[src/rtl/mbs_pkg.sv]
package mbs_pkg;

    typedef enum logic [1:0] {
        ST_IDLE,
        ST_ALIGNED,
        ST_SPLIT_FIRST,
        ST_SPLIT_SECOND
    } mbs_state_e;

    // active-low lane enables: bit 1 = high lane, bit 0 = low lane
    localparam logic [1:0] LANES_BOTH = 2'b00;
    localparam logic [1:0] LANE_LOW   = 2'b10;
    localparam logic [1:0] LANE_HIGH  = 2'b01;
    localparam logic [1:0] LANES_NONE = 2'b11;

    typedef struct packed {
        logic write;
        logic word;
    } mbs_op_t;

endpackage

[src/rtl/mbs_lane_plan.sv]
module mbs_lane_plan #(
    parameter int AW = 20
) (
    input  logic [AW-1:0] base_addr,
    input  logic          word,
    input  logic          second,
    output logic [AW-1:0] cyc_addr,
    output logic [1:0]    lane_n
);
    import mbs_pkg::*;

    always_comb begin
        cyc_addr = second ? base_addr + AW'(1) : base_addr;
        if (!word) begin
            lane_n = cyc_addr[0] ? LANE_HIGH : LANE_LOW;
        end else if (!base_addr[0]) begin
            lane_n = LANES_BOTH;
        end else begin
            lane_n = second ? LANE_LOW : LANE_HIGH;
        end
    end

endmodule

[src/rtl/mbs_data_steer.sv]
module mbs_data_steer #(
    parameter int BW = 8,
    localparam int DW = 2 * BW
) (
    input  logic          clk,
    input  logic          rst_n,
    input  logic          active,
    input  logic          write,
    input  logic          split,
    input  logic          second,
    input  logic [1:0]    lane_n,
    input  logic [DW-1:0] wdata,
    output logic [DW-1:0] bus_wdata,
    input  logic [DW-1:0] bus_rdata,
    input  logic          hs,
    input  logic          last,
    output logic [DW-1:0] rsp_rdata
);
    import mbs_pkg::*;

    logic [BW-1:0] wr_byte;
    logic [BW-1:0] lo_hold_q;
    logic [DW-1:0] result;

    // write steering
    always_comb begin
        wr_byte   = (split && second) ? wdata[DW-1:BW] : wdata[BW-1:0];
        bus_wdata = '0;
        if (active && write) begin
            unique case (lane_n)
                LANES_BOTH: bus_wdata = wdata;
                LANE_LOW:   bus_wdata = {{BW{1'b0}}, wr_byte};
                LANE_HIGH:  bus_wdata = {wr_byte, {BW{1'b0}}};
                default:    bus_wdata = '0;
            endcase
        end
    end

    // read assembly
    always_comb begin
        if (write) begin
            result = '0;
        end else if (split) begin
            result = {bus_rdata[BW-1:0], lo_hold_q};
        end else begin
            unique case (lane_n)
                LANES_BOTH: result = bus_rdata;
                LANE_HIGH:  result = {{BW{1'b0}}, bus_rdata[DW-1:BW]};
                default:    result = {{BW{1'b0}}, bus_rdata[BW-1:0]};
            endcase
        end
    end

    always_ff @(posedge clk) begin
        if (!rst_n) begin
            lo_hold_q <= '0;
            rsp_rdata <= '0;
        end else begin
            if (hs && split && !second) begin
                lo_hold_q <= bus_rdata[DW-1:BW];
            end
            if (last) begin
                rsp_rdata <= result;
            end
        end
    end

endmodule

[src/rtl/misalign_bus_splitter.sv]
module misalign_bus_splitter #(
    parameter int AW = 20,
    parameter int BW = 8,
    localparam int DW = 2 * BW
) (
    input  logic          clk,
    input  logic          rst_n,
    input  logic          req_valid,
    output logic          req_ready,
    input  logic          req_write,
    input  logic          req_word,
    input  logic [AW-1:0] req_addr,
    input  logic [DW-1:0] req_wdata,
    output logic          rsp_done,
    output logic [DW-1:0] rsp_rdata,
    output logic          bus_req,
    output logic          bus_write,
    output logic [AW-1:0] bus_addr,
    output logic [1:0]    bus_lane_n,
    output logic [DW-1:0] bus_wdata,
    input  logic [DW-1:0] bus_rdata,
    input  logic          bus_ready
);
    import mbs_pkg::*;

    mbs_state_e    state_q, state_d;
    mbs_op_t       op_q;
    logic [AW-1:0] addr_q;
    logic [DW-1:0] wdata_q;
    logic          done_q;

    logic          accept;
    logic          active;
    logic          second;
    logic          split;
    logic          hs;
    logic          last;
    logic [AW-1:0] plan_addr;
    logic [1:0]    plan_lane_n;

    assign accept = req_valid && (state_q == ST_IDLE);

    // next state
    always_comb begin
        state_d = state_q;
        unique case (state_q)
            ST_IDLE: begin
                if (req_valid) begin
                    state_d = (req_word && req_addr[0]) ? ST_SPLIT_FIRST : ST_ALIGNED;
                end
            end
            ST_ALIGNED:      if (bus_ready) state_d = ST_IDLE;
            ST_SPLIT_FIRST:  if (bus_ready) state_d = ST_SPLIT_SECOND;
            ST_SPLIT_SECOND: if (bus_ready) state_d = ST_IDLE;
            default:         state_d = ST_IDLE;
        endcase
    end

    // state register
    always_ff @(posedge clk) begin
        if (!rst_n) state_q <= ST_IDLE;
        else        state_q <= state_d;
    end

    // request capture and done pulse
    always_ff @(posedge clk) begin
        if (!rst_n) begin
            op_q    <= '0;
            addr_q  <= '0;
            wdata_q <= '0;
            done_q  <= 1'b0;
        end else begin
            if (accept) begin
                op_q.write <= req_write;
                op_q.word  <= req_word;
                addr_q     <= req_addr;
                wdata_q    <= req_wdata;
            end
            done_q <= last;
        end
    end

    // outputs
    always_comb begin
        active     = (state_q != ST_IDLE);
        second     = (state_q == ST_SPLIT_SECOND);
        split      = (state_q == ST_SPLIT_FIRST) || (state_q == ST_SPLIT_SECOND);
        hs         = active && bus_ready;
        last       = bus_ready && ((state_q == ST_ALIGNED) || (state_q == ST_SPLIT_SECOND));
        req_ready  = !active;
        bus_req    = active;
        bus_write  = active && op_q.write;
        bus_addr   = plan_addr;
        bus_lane_n = active ? plan_lane_n : LANES_NONE;
        rsp_done   = done_q;
    end

    mbs_lane_plan #(.AW(AW)) u_plan (
        .base_addr (addr_q),
        .word      (op_q.word),
        .second    (second),
        .cyc_addr  (plan_addr),
        .lane_n    (plan_lane_n)
    );

    mbs_data_steer #(.BW(BW)) u_steer (
        .clk       (clk),
        .rst_n     (rst_n),
        .active    (active),
        .write     (op_q.write),
        .split     (split),
        .second    (second),
        .lane_n    (plan_lane_n),
        .wdata     (wdata_q),
        .bus_wdata (bus_wdata),
        .bus_rdata (bus_rdata),
        .hs        (hs),
        .last      (last),
        .rsp_rdata (rsp_rdata)
    );


    hold_during_wait_chk: assert property (@(posedge clk) disable iff (!rst_n)
        bus_req && !bus_ready |=> bus_req && $stable(bus_addr) && $stable(bus_lane_n)
                                  && $stable(bus_wdata) && $stable(bus_write));


    lane_nonempty_chk: assert property (@(posedge clk) disable iff (!rst_n)
        bus_req |-> bus_lane_n != LANES_NONE);


    odd_addr_high_lane_chk: assert property (@(posedge clk) disable iff (!rst_n)
        bus_req && bus_addr[0] |-> bus_lane_n == LANE_HIGH);


    start_after_accept_chk: assert property (@(posedge clk) disable iff (!rst_n)
        $rose(bus_req) |-> $past(req_valid && req_ready));


    done_after_handshake_chk: assert property (@(posedge clk) disable iff (!rst_n)
        rsp_done |-> $past(bus_req && bus_ready) && !bus_req);


    done_single_pulse_chk: assert property (@(posedge clk) disable iff (!rst_n)
        rsp_done |=> !rsp_done);

endmodule

[config.mk]
export PLATFORM = sky130hd
export DESIGN_NAME = misalign_bus_splitter
export DESIGN_NICKNAME = d
export VERILOG_FILES = /design/src/rtl/mbs_pkg.sv /design/src/rtl/mbs_lane_plan.sv /design/src/rtl/mbs_data_steer.sv /design/src/rtl/misalign_bus_splitter.sv
export SDC_FILE = /design/constraint.sdc
export NUM_CORES = 1
export LEC_CHECK = 0
export ABC_CLOCK_PERIOD_IN_PS = 3800
export BUFFER_PORTS_ARGS = -buffer_cell sky130_fd_sc_hd__clkbuf_2
export CORE_MARGIN = 4
export CORE_UTILIZATION = 30
export DETAILED_ROUTE_END_ITERATION = 7
export GPL_TIMING_DRIVEN = 0
export HOLD_SLACK_MARGIN = 0.15
export SLEW_MARGIN = 20
export SYNTH_ARGS = -nofsm -noshare
export SYNTH_HDL_FRONTEND = slang
export SYNTH_HIERARCHICAL = 1
export SYNTH_SLANG_ARGS = --single-unit
[constraint.sdc]
create_clock -name clk -period 3.8 [get_ports clk]
set_clock_uncertainty 0.2 [all_clocks]
set_input_delay 0.95 -clock clk [delete_from_list [all_inputs] [get_ports clk]]
set_output_delay 0.95 -clock clk [all_outputs]
set_load 0.005 [all_outputs]
After elaboration in Yosys (flattened, before gate mapping):

Cells that the tools add are included.

* ROM bits: 0
* input bits: 58
* latch bits: 0
* memory bits (writable): 0
* memories kept: 0
* bits in registers: 65

* divide/modulo/power cells: 0
* multipliers: 0
* add/subtract/negate cells: 1
* shift-type cells: 0
* reductions and logical operators: 17
* bitwise gates (word level): 0
* order comparisons: 0
* equality and inequality tests: 8
* muxes and demuxes: 17

Operator list (count)
* 2-to-1 mux 16 bit: 3
* one-hot mux 16 bit (3 select lines): 1
* one-hot mux 16 bit (2 select lines): 1
* adder 20 x 1 -> 20 bit, second input constant: 1
* 2-to-1 mux 20 bit: 1
* 2-to-1 mux 2 bit: 9
* logical AND 1 bit: 8
* 2-to-1 mux 8 bit: 1
* == test 2 bit, second input constant: 3
* one-hot mux 2 bit (3 select lines): 1
* == test 2 x 1 -> 1 bit, second input constant: 2
* zero test 2 bit: 2
* inequality test 2 bit, second input constant: 2
* AND reduction 3 bit: 1
* zero test 1 bit: 2
* logical OR 1 bit: 2
* inequality test 2 x 1 -> 1 bit, second input constant: 1
* nonzero test 2 bit: 1
* OR reduction 2 bit: 1

Logic depth before layout (Yosys ltp):

Gate-level depths: netlist of run 1.

* depth in word-level cells: 8
* mapped depth: 9
* mapped depth without buffers: 8

Hierarchy:

Netlist of run 1, hierarchy kept.

Modules (own cells, without submodules)
* misalign_bus_splitter: area each 1569.0 sq um, seq. area each 820.8 sq um, instances 1, cells each 192
* mbs_data_steer: area each 1382.6 sq um, seq. area each 480.5 sq um, instances 1, cells each 151
* mbs_lane_plan: area each 431.7 sq um, seq. area each 0.0 sq um, instances 1, cells each 59

Least setup slack after synthesis of run 1:

OpenSTA, ideal clock, no wires.

* path type: register to output
* start: reg state_q[1]
* end: out bus_wdata[0]
* setup slack: 0.389 ns
* data required time: 2.650 ns
* cell stages (with the launch flop): 9
* path buffers: 0
* arrival time: 2.261 ns
* cells stage by stage: dfxtp_1 > and2_1 > inv_1 > ha_1 > inv_1 > o21ai_0 > nand3_2 > mux2i_1 > nor2_1

* word-level cells in the longest chain between the ends: 7
* elaborated cells on any way between the ends: 17

Ends and longest elaborated chain
* start, declared: line misalign_bus_splitter.sv:26 `mbs_state_e state_q, state_d;`
* start signal, assigned: line misalign_bus_splitter.sv:62 `else state_q <= state_d;`
* == test 2 bit (*): line misalign_bus_splitter.sv:86 `second = (state_q == ST_SPLIT_SECOND);`
* net second: line misalign_bus_splitter.sv:34 `logic second;`
* 2-to-1 mux 20 bit (*): line mbs_lane_plan.sv:13 `cyc_addr = second ? base_addr + AW'(1) : base_addr;`
* net bus_addr[0]: line misalign_bus_splitter.sv:18 `output logic [AW-1:0] bus_addr,`
* 2-to-1 mux 2 bit (*): line mbs_lane_plan.sv:15 `lane_n = cyc_addr[0] ? LANE_HIGH : LANE_LOW;`
* 2-to-1 mux 2 bit (*): line mbs_lane_plan.sv:14 `if (!word) begin`
* net plan_lane_n[1]: line misalign_bus_splitter.sv:39 `logic [1:0] plan_lane_n;`
* == test 2 x 1 -> 1 bit, or another cell as far along: line mbs_data_steer.sv:30 `unique case (lane_n)`
* one-hot mux 16 bit (3 select lines) (*): line mbs_data_steer.sv:30
* 2-to-1 mux 16 bit (*): line mbs_data_steer.sv:29 `if (active && write) begin`
* end, declared: line misalign_bus_splitter.sv:20 `output logic [DW-1:0] bus_wdata,`

The timed path passes the listed nets; every way through them passes the cells marked *.

Worst setup path after layout of run 1:

* start: reg state_q[1]
* end: out bus_wdata[14]

* word-level cells in the longest chain between the ends: 7
* elaborated cells on any way between the ends: 17

Ends and longest elaborated chain (line)
* == test 2 bit (*): misalign_bus_splitter.sv:86
* net second: misalign_bus_splitter.sv:34
* 2-to-1 mux 20 bit / 2-to-1 mux 2 bit (equally long branches): mbs_lane_plan.sv:13, mbs_lane_plan.sv:19
* 2-to-1 mux 2 bit, on equally long branches: mbs_lane_plan.sv:15, mbs_lane_plan.sv:16
* 2-to-1 mux 2 bit (*): mbs_lane_plan.sv:14
* net plan_lane_n[0]: misalign_bus_splitter.sv:39
* == test 2 x 1 -> 1 bit, or another cell as far along: mbs_data_steer.sv:30
* one-hot mux 16 bit (3 select lines) (*): mbs_data_steer.sv:30
* 2-to-1 mux 16 bit (*): mbs_data_steer.sv:29

Marked as above.

==> results of run 1 <==
-- state kept, by name, summed over array words and instances, names as in the netlist --
register	count
addr_q	20
u_steer/rsp_rdata	16
wdata_q	16
u_steer/lo_hold_q	8
op_q	2
state_q	2
rsp_done	1
-- layout by cell type (no fill, tap or decap), drive strengths merged, types with 3 or more instances in the layout --
cell / n
clkbuf: 135
nand2: 75
dfxtp: 65
nand3: 44
o21ai: 40
mux2i: 24
buf: 21
o2bb2ai: 16
a22o: 16
nor2: 13
xnor2: 13
nor2b: 10
a21oi: 10
nand4: 7
inv: 6
xor2: 5
nand3b: 4
ha: 3
or2: 3
-- worst paths after layout --
kind,start,to,slack (ns),cells past startpoint
worst max-delay path,state_q[1],bus_wdata[14],0.19,8
worst min-delay path,wdata_q[4],wdata_q[4],0.27,2
worst max register to register,state_q[1],u_steer/rsp_rdata[3],1.34,9
worst min register to register,wdata_q[4],wdata_q[4],0.27,2
-- per-stage QoR --
step	setup slack (ns)	setup TNS, ns
detailed placement	-0.318	-3.95
global placement	-0.217	-2.63
CTS	0.0115	0
finish	0.194	0
floorplan	0.389	0
global route	0.0277	0
-- logic make-up after synthesis --
group / after synthesis
compound gates: 85
xor+xnor: 18
fa+ha+maj: 3
buf+inv: 35
flops: 65
mux: 25
simple gates: 171
-- power breakdown --
group | total, µW | switching (µW) | internal, µW
sequential | 761 | 40.5 | 721
clock | 880 | 304 | 576
combinational | 255 | 140 | 115
total | 1900 | 485 | 1410
-- metal layers --
| layer | wire (µm) | share of wire, % | global-route usage (%) | up-vias |
|---|---|---|---|---|
| li1 | - | - | - | 1673 |
| met1 | 4670 | 45 | 19.6 | 1550 |
| met2 | 4910 | 47 | 25.6 | 110 |
| met3 | 606 | 5.8 | 3.75 | 14 |
| met4 | 196 | 1.9 | 7.44 | 0 |
| met5 | 0 | 0 | 0 | - |
-- worst register-to-register path: cells and delay by family, from the launching register on --
family | cells | cell delay, ns
fa+ha+maj | 1 | 0.33
compound gates | 2 | 0.33
simple gates | 2 | 0.36
mux | 1 | 0.26
flops | 1 | 0.45
buf+inv | 3 | 0.42
-- final cells by class --
class / instances / area share [%]
Sequential cell: 65 / 28.8
Timing Repair Buffer: 118 / 13.2
Tap cell: 140 / 3.88
Clock buffer: 10 / 5.07
Clock inverter: 6 / 2.05
Multi-Input combinational cell: 302 / 42.5
Inverter: 6 / 0.499
Buffer: 28 / 3.91
-- what timing repair did --
item | 4_1_cts | 5_1_grt
setup buffers | 0 | 3
setup endpoints to repair | 18 | 16
pin swaps | 0 | 1
resized for setup | 8 | 2
==> flow_summary.ini, run 1 <==
[global_routing]
grt_pass1_vias = 3273
grt_usage_pct = 15.7
grt_first_pass_wirelength_mm = 16.1
grt_max_degree = 13
overflow = 0
antenna_found_initial = 0

[sta]
setup_viol = 0
timing.final.crit_share_pct = 94.9
relSlewSlack_pct = 67.9
drv_slew = 0
hold_viol = 0
period_needed_ns = 3.61
rsz0062_at_grt = no
worst_slew_pin_slew_ns = 0.477
fin_hold_ws_ns = 0.266
max_freq_mhz = 277

[clock_tree]
postCtsHoldBufs = 0
numCtsBuffers = 9
clkTransAtPathRegs_ns = 0.06
clkSinkCount = 65
cts_tree = yes
htree_levels = 3
cts_root_buffer = clkbuf_16
clk_latency_ns = 0.32
clockBufferDepth = 2

[power_and_ir_drop]
p_per_area_nw_per_um2 = 420
leakage_uw = 0.00202
ir_drop_mv = 0.166
power.total_uw = 1900

[placement]
portBuffers = 115
dp.cells = 657
hpwl_mm = 7.77
gp_congestion = 0.852
place_area_um2 = 4130

[synthesis]
yosysTopAreaCell = dfxtp_1
synth.top_cells.by_count = nand2_1 (75), dfxtp_1 (65), nand3_1 (42)
synth-compound-area-share_pct = 16.5
synthArstFlopShare_pct = 0
synth_top_area_share_pct = 38.5
syn_area_um2 = 3380
yosys.area_share.adder_pct = 1.11
muxShareOfSynthArea_pct = 7.43
synth_xor_area_share_pct = 4.66
ys_types = 43
yosysMostFrequentCell = nand2_1
synth-simple-area-share_pct = 25.8
ys_ff_latch = 65
syn_nets = 463
yosysSeqAreaShare_pct = 38.5
yosys_warnings = 6
synth_edf_count = 0
yosys-top-cells-area = dfxtp_1 (38%), nand2_1 (8.3%), mux2i_1 (7.1%)
synth_cells = 402
synth_top_family_by_area = simple AND/OR/NAND/NOR gates
avgSynthCellArea_um2 = 8.42
synth_flop_cell = dfxtp_1

[setup_path]
cp-start-kind = flip-flop
slowest_stage = dfxtp_1
critPathTopFamily = compound AO/OA/AOI/OAI gates
slowest_delay_ns = 0.45
cp.required_ns = 2.65
crit_buf_inv = 2
crit_arrival_ns = 2.46
cp_max_fo = 8
cp-end-kind = output port
worstSetupPathType = flip-flop to output port
path_cells = and2_4 > inv_1 > ha_1 > o21ai_4 > a21boi_4 > nand2_1 > a21oi_1 > clkbuf_2

[routing]
routed_via_density = 4.96
final_antenna_net_count = 0
drt_iter0_markers = 215
vias = 3347
dr.pass1.iters = 5
wl_per_cell_um = 15.4
drc_errors = 0
wirelength_mm = 10.4

[cells_and_area]
multiInputGateArea_um2 = 1920
final_util_pct = 41.3
area_delta_synth_final_pct = 33.4
antenna_cells = 0
register_area_um2 = 1300
layout-drive-gt1-share_pct = 31.8
fin_cells = 675
nFillCells = 1142
design_area_um2 = 4510
nNetsFinal = 591

[floorplanning]
ios = 116
core_region_area_um2 = 10900
die_w_um = 114
dieArea_um2 = 13000
initial_utilization_pct = 30.9
rows = 38
fp.dieH_um = 114

[flow_run]
maxCapViolCount = 0

[hold_path]
hp-class = flip-flop to flip-flop

[status]
status = finished, final reports clean
(Power assumes the default switching activity.)
==> inputs of run 2 (changes only) <==
--- a/config.mk
+++ b/config.mk
@@ -7,6 +7,7 @@
 export LEC_CHECK = 0
 export ABC_CLOCK_PERIOD_IN_PS = 3800
 export BUFFER_PORTS_ARGS = -buffer_cell sky130_fd_sc_hd__clkbuf_2
+export CORE_ASPECT_RATIO = 1.1
 export CORE_MARGIN = 4
 export CORE_UTILIZATION = 30
 export DETAILED_ROUTE_END_ITERATION = 7
==> run 2 against run 1 <==
Highest routed layer unchanged. Largest cell class unchanged. Combinational power is essentially flat. Via count grew 0.48%. Sequential power is essentially flat. Final cell count grew 0.59%. Die area is essentially flat. Routed wire length shrank 0.38%. Cell area shrank 0.86%.
==> flow_summary.ini, run 2 (same netlist as run 1, synthesis figures left out) <==
[status]
status = finished, final reports clean

[clock_tree]
clk_latency_ns = 0.32
cts_setup_buffers = 0
htree_levels = 3
clkSinkCount = 65
cts_root_buffer = clkbuf_16
cts_tree = yes
clkTransAtPathRegs_ns = 0.06
numCtsBuffers = 9
clockBufferDepth = 2

[routing]
routed_via_density = 4.95
wirelength_mm = 10.3
drt_iter0_markers = 205
wl_per_cell_um = 15.2
final_antenna_net_count = 0
vias = 3363
drc_errors = 0
dr.pass1.iters = 4

[setup_path]
path_cells = and2_4 > inv_1 > ha_1 > inv_1 > o21ai_4 > nand3_4 > mux2i_1 > nor2_1 > clkbuf_2
critPathTopFamily = simple AND/OR/NAND/NOR gates
r2r-end = u_steer/rsp_rdata[1]
rr_startpoint = state_q[1]
cp.required_ns = 2.65
cp_max_fo = 12
r2r_slack_ns = 1.21
cp-start-kind = flip-flop
critPathMostFrequentCell = inv_1
crit_arrival_ns = 2.53
crit_buf_inv = 3
slowest_stage = dfxtp_1
worstSetupPathType = flip-flop to output port
slowest_delay_ns = 0.44
cp-end-kind = output port
rr_worst_depth = 9

[sta]
max_freq_mhz = 272
fin_hold_ws_ns = 0.270
period_needed_ns = 3.68
worst_slew_pin_slew_ns = 0.520
hold_viol = 0
timing.final.crit_share_pct = 96.8
relSlewSlack_pct = 65.1
drv_slew = 0
finalWorstSetupSlack_ns = 0.122
setup_viol = 0

[floorplanning]
fp.dieH_um = 119
dieArea_um2 = 13000
initial_utilization_pct = 30.9
core_region_area_um2 = 11000
ios = 116
rows = 40
die_w_um = 109

[placement]
portBuffers = 115
gp_congestion = 0.851
place_area_um2 = 4140
hpwl_mm = 7.73
place_ws_ns = -0.328

[hold_path]
min_path_cells = 2
holdPathEnd = wdata_q[4]
hp-class = flip-flop to flip-flop
worst_hold_startpoint = wdata_q[4]

[cells_and_area]
layout-drive-gt1-share_pct = 31.6
design_area_um2 = 4480
top_regs = addr_q (20), u_steer/rsp_rdata (16), wdata_q (16)
antenna_cells = 0
nNetsFinal = 588
area_delta_synth_final_pct = 32.3
largest_reg_flops = 20
final_cell_mix = clkbuf_2 (117), nand2_1 (75), dfxtp_1 (65)
final_common_cell = clkbuf_2
regMostFlops = addr_q

[power_and_ir_drop]
pwr-share-comb_pct = 13.7
swShare_pct = 27.2
p_per_area_nw_per_um2 = 411
p_int_uw = 1340
p_seq_share_pct = 41.3
clock_power_share_pct = 44.9
leakage_uw = 0.00199
switchingPower_uw = 500
ir_drop_mv = 0.168

[global_routing]
antenna_found_initial = 0
grt_pass1_vias = 3311
grt_first_pass_wirelength_mm = 16.5
grt_usage_pct = 16.1
overflow = 0
grt_max_degree = 13

[flow_run]
maxCapViolCount = 0
[run 2: worst max path at each step]
stage | start | to | slack [ns] | depth (start not counted)
2_1_floorplan | state_q[1] | bus_wdata[0] | 0.39 | 8
3_3_place_gp | state_q[0] | bus_wdata[6] | -0.25 | 9
3_5_place_dp | state_q[1] | bus_wdata[7] | -0.33 | 9
4_1_cts | state_q[1] | bus_wdata[13] | 0.06 | 9
5_1_grt | state_q[1] | bus_wdata[6] | -0.03 | 9
6_report | state_q[1] | bus_wdata[4] | 0.12 | 9
[run 2: stage by stage]
stage                     TNS (ns)  power (µW)  utilization (%)  instances
after floorplan                  0         909                -        402
after global placement       -3.04        1020             37.8        664
after detailed placement     -4.10        1020             37.8        664
after CTS                        0        1860             40.7        680
after global routing        -0.155        1930             40.8        679
final                            0        1840             40.8        679
[run 2: cell type report]
type                    count  area (µm²)
multi-input cells         302        1920
well taps                 147         184
clock buffers               9         225
inverters                   6        22.5
flip-flops and latches     65        1300
plain buffers              28         176
repair buffers            115         576
clock inverters             7        71.3
fillers                  1138        6480
[run 2: worst register-to-register path: cells and delay by family (launching register included)]
family | cells | cell delay (ns)
buf+inv | 3 | 0.45
compound gates | 2 | 0.36
simple gates | 2 | 0.44
flops | 1 | 0.44
mux | 1 | 0.27
fa+ha+maj | 1 | 0.34
[run 2: power by group through the flow]
stage | clock [µW] | sequential [µW] | combinational [µW]
2_1_floorplan | 0 | 764 | 145
6_report | 827 | 761 | 253
3_3_place_gp | 0 | 772 | 246
5_1_grt | 880 | 766 | 282
4_1_cts | 844 | 760 | 254
3_5_place_dp | 0 | 774 | 249
[run 2: repair_timing]
item | in CTS | in global routing
setup endpoints to repair | 17 | 16
resized for setup | 8 | 2
hold buffers | 0 | 0
[run 2: metal layers]
metal  vias to the layer above  share of wire [%]  wire length (µm)  GRT usage [%]
li1                       1664                  -                 -              -
met4                         0                1.4               140           4.83
met2                       109                 48              5000           26.6
met3                        13                5.8               602           3.85
met5                         -                  0                 0              0
met1                      1577                 45              4610           20.6
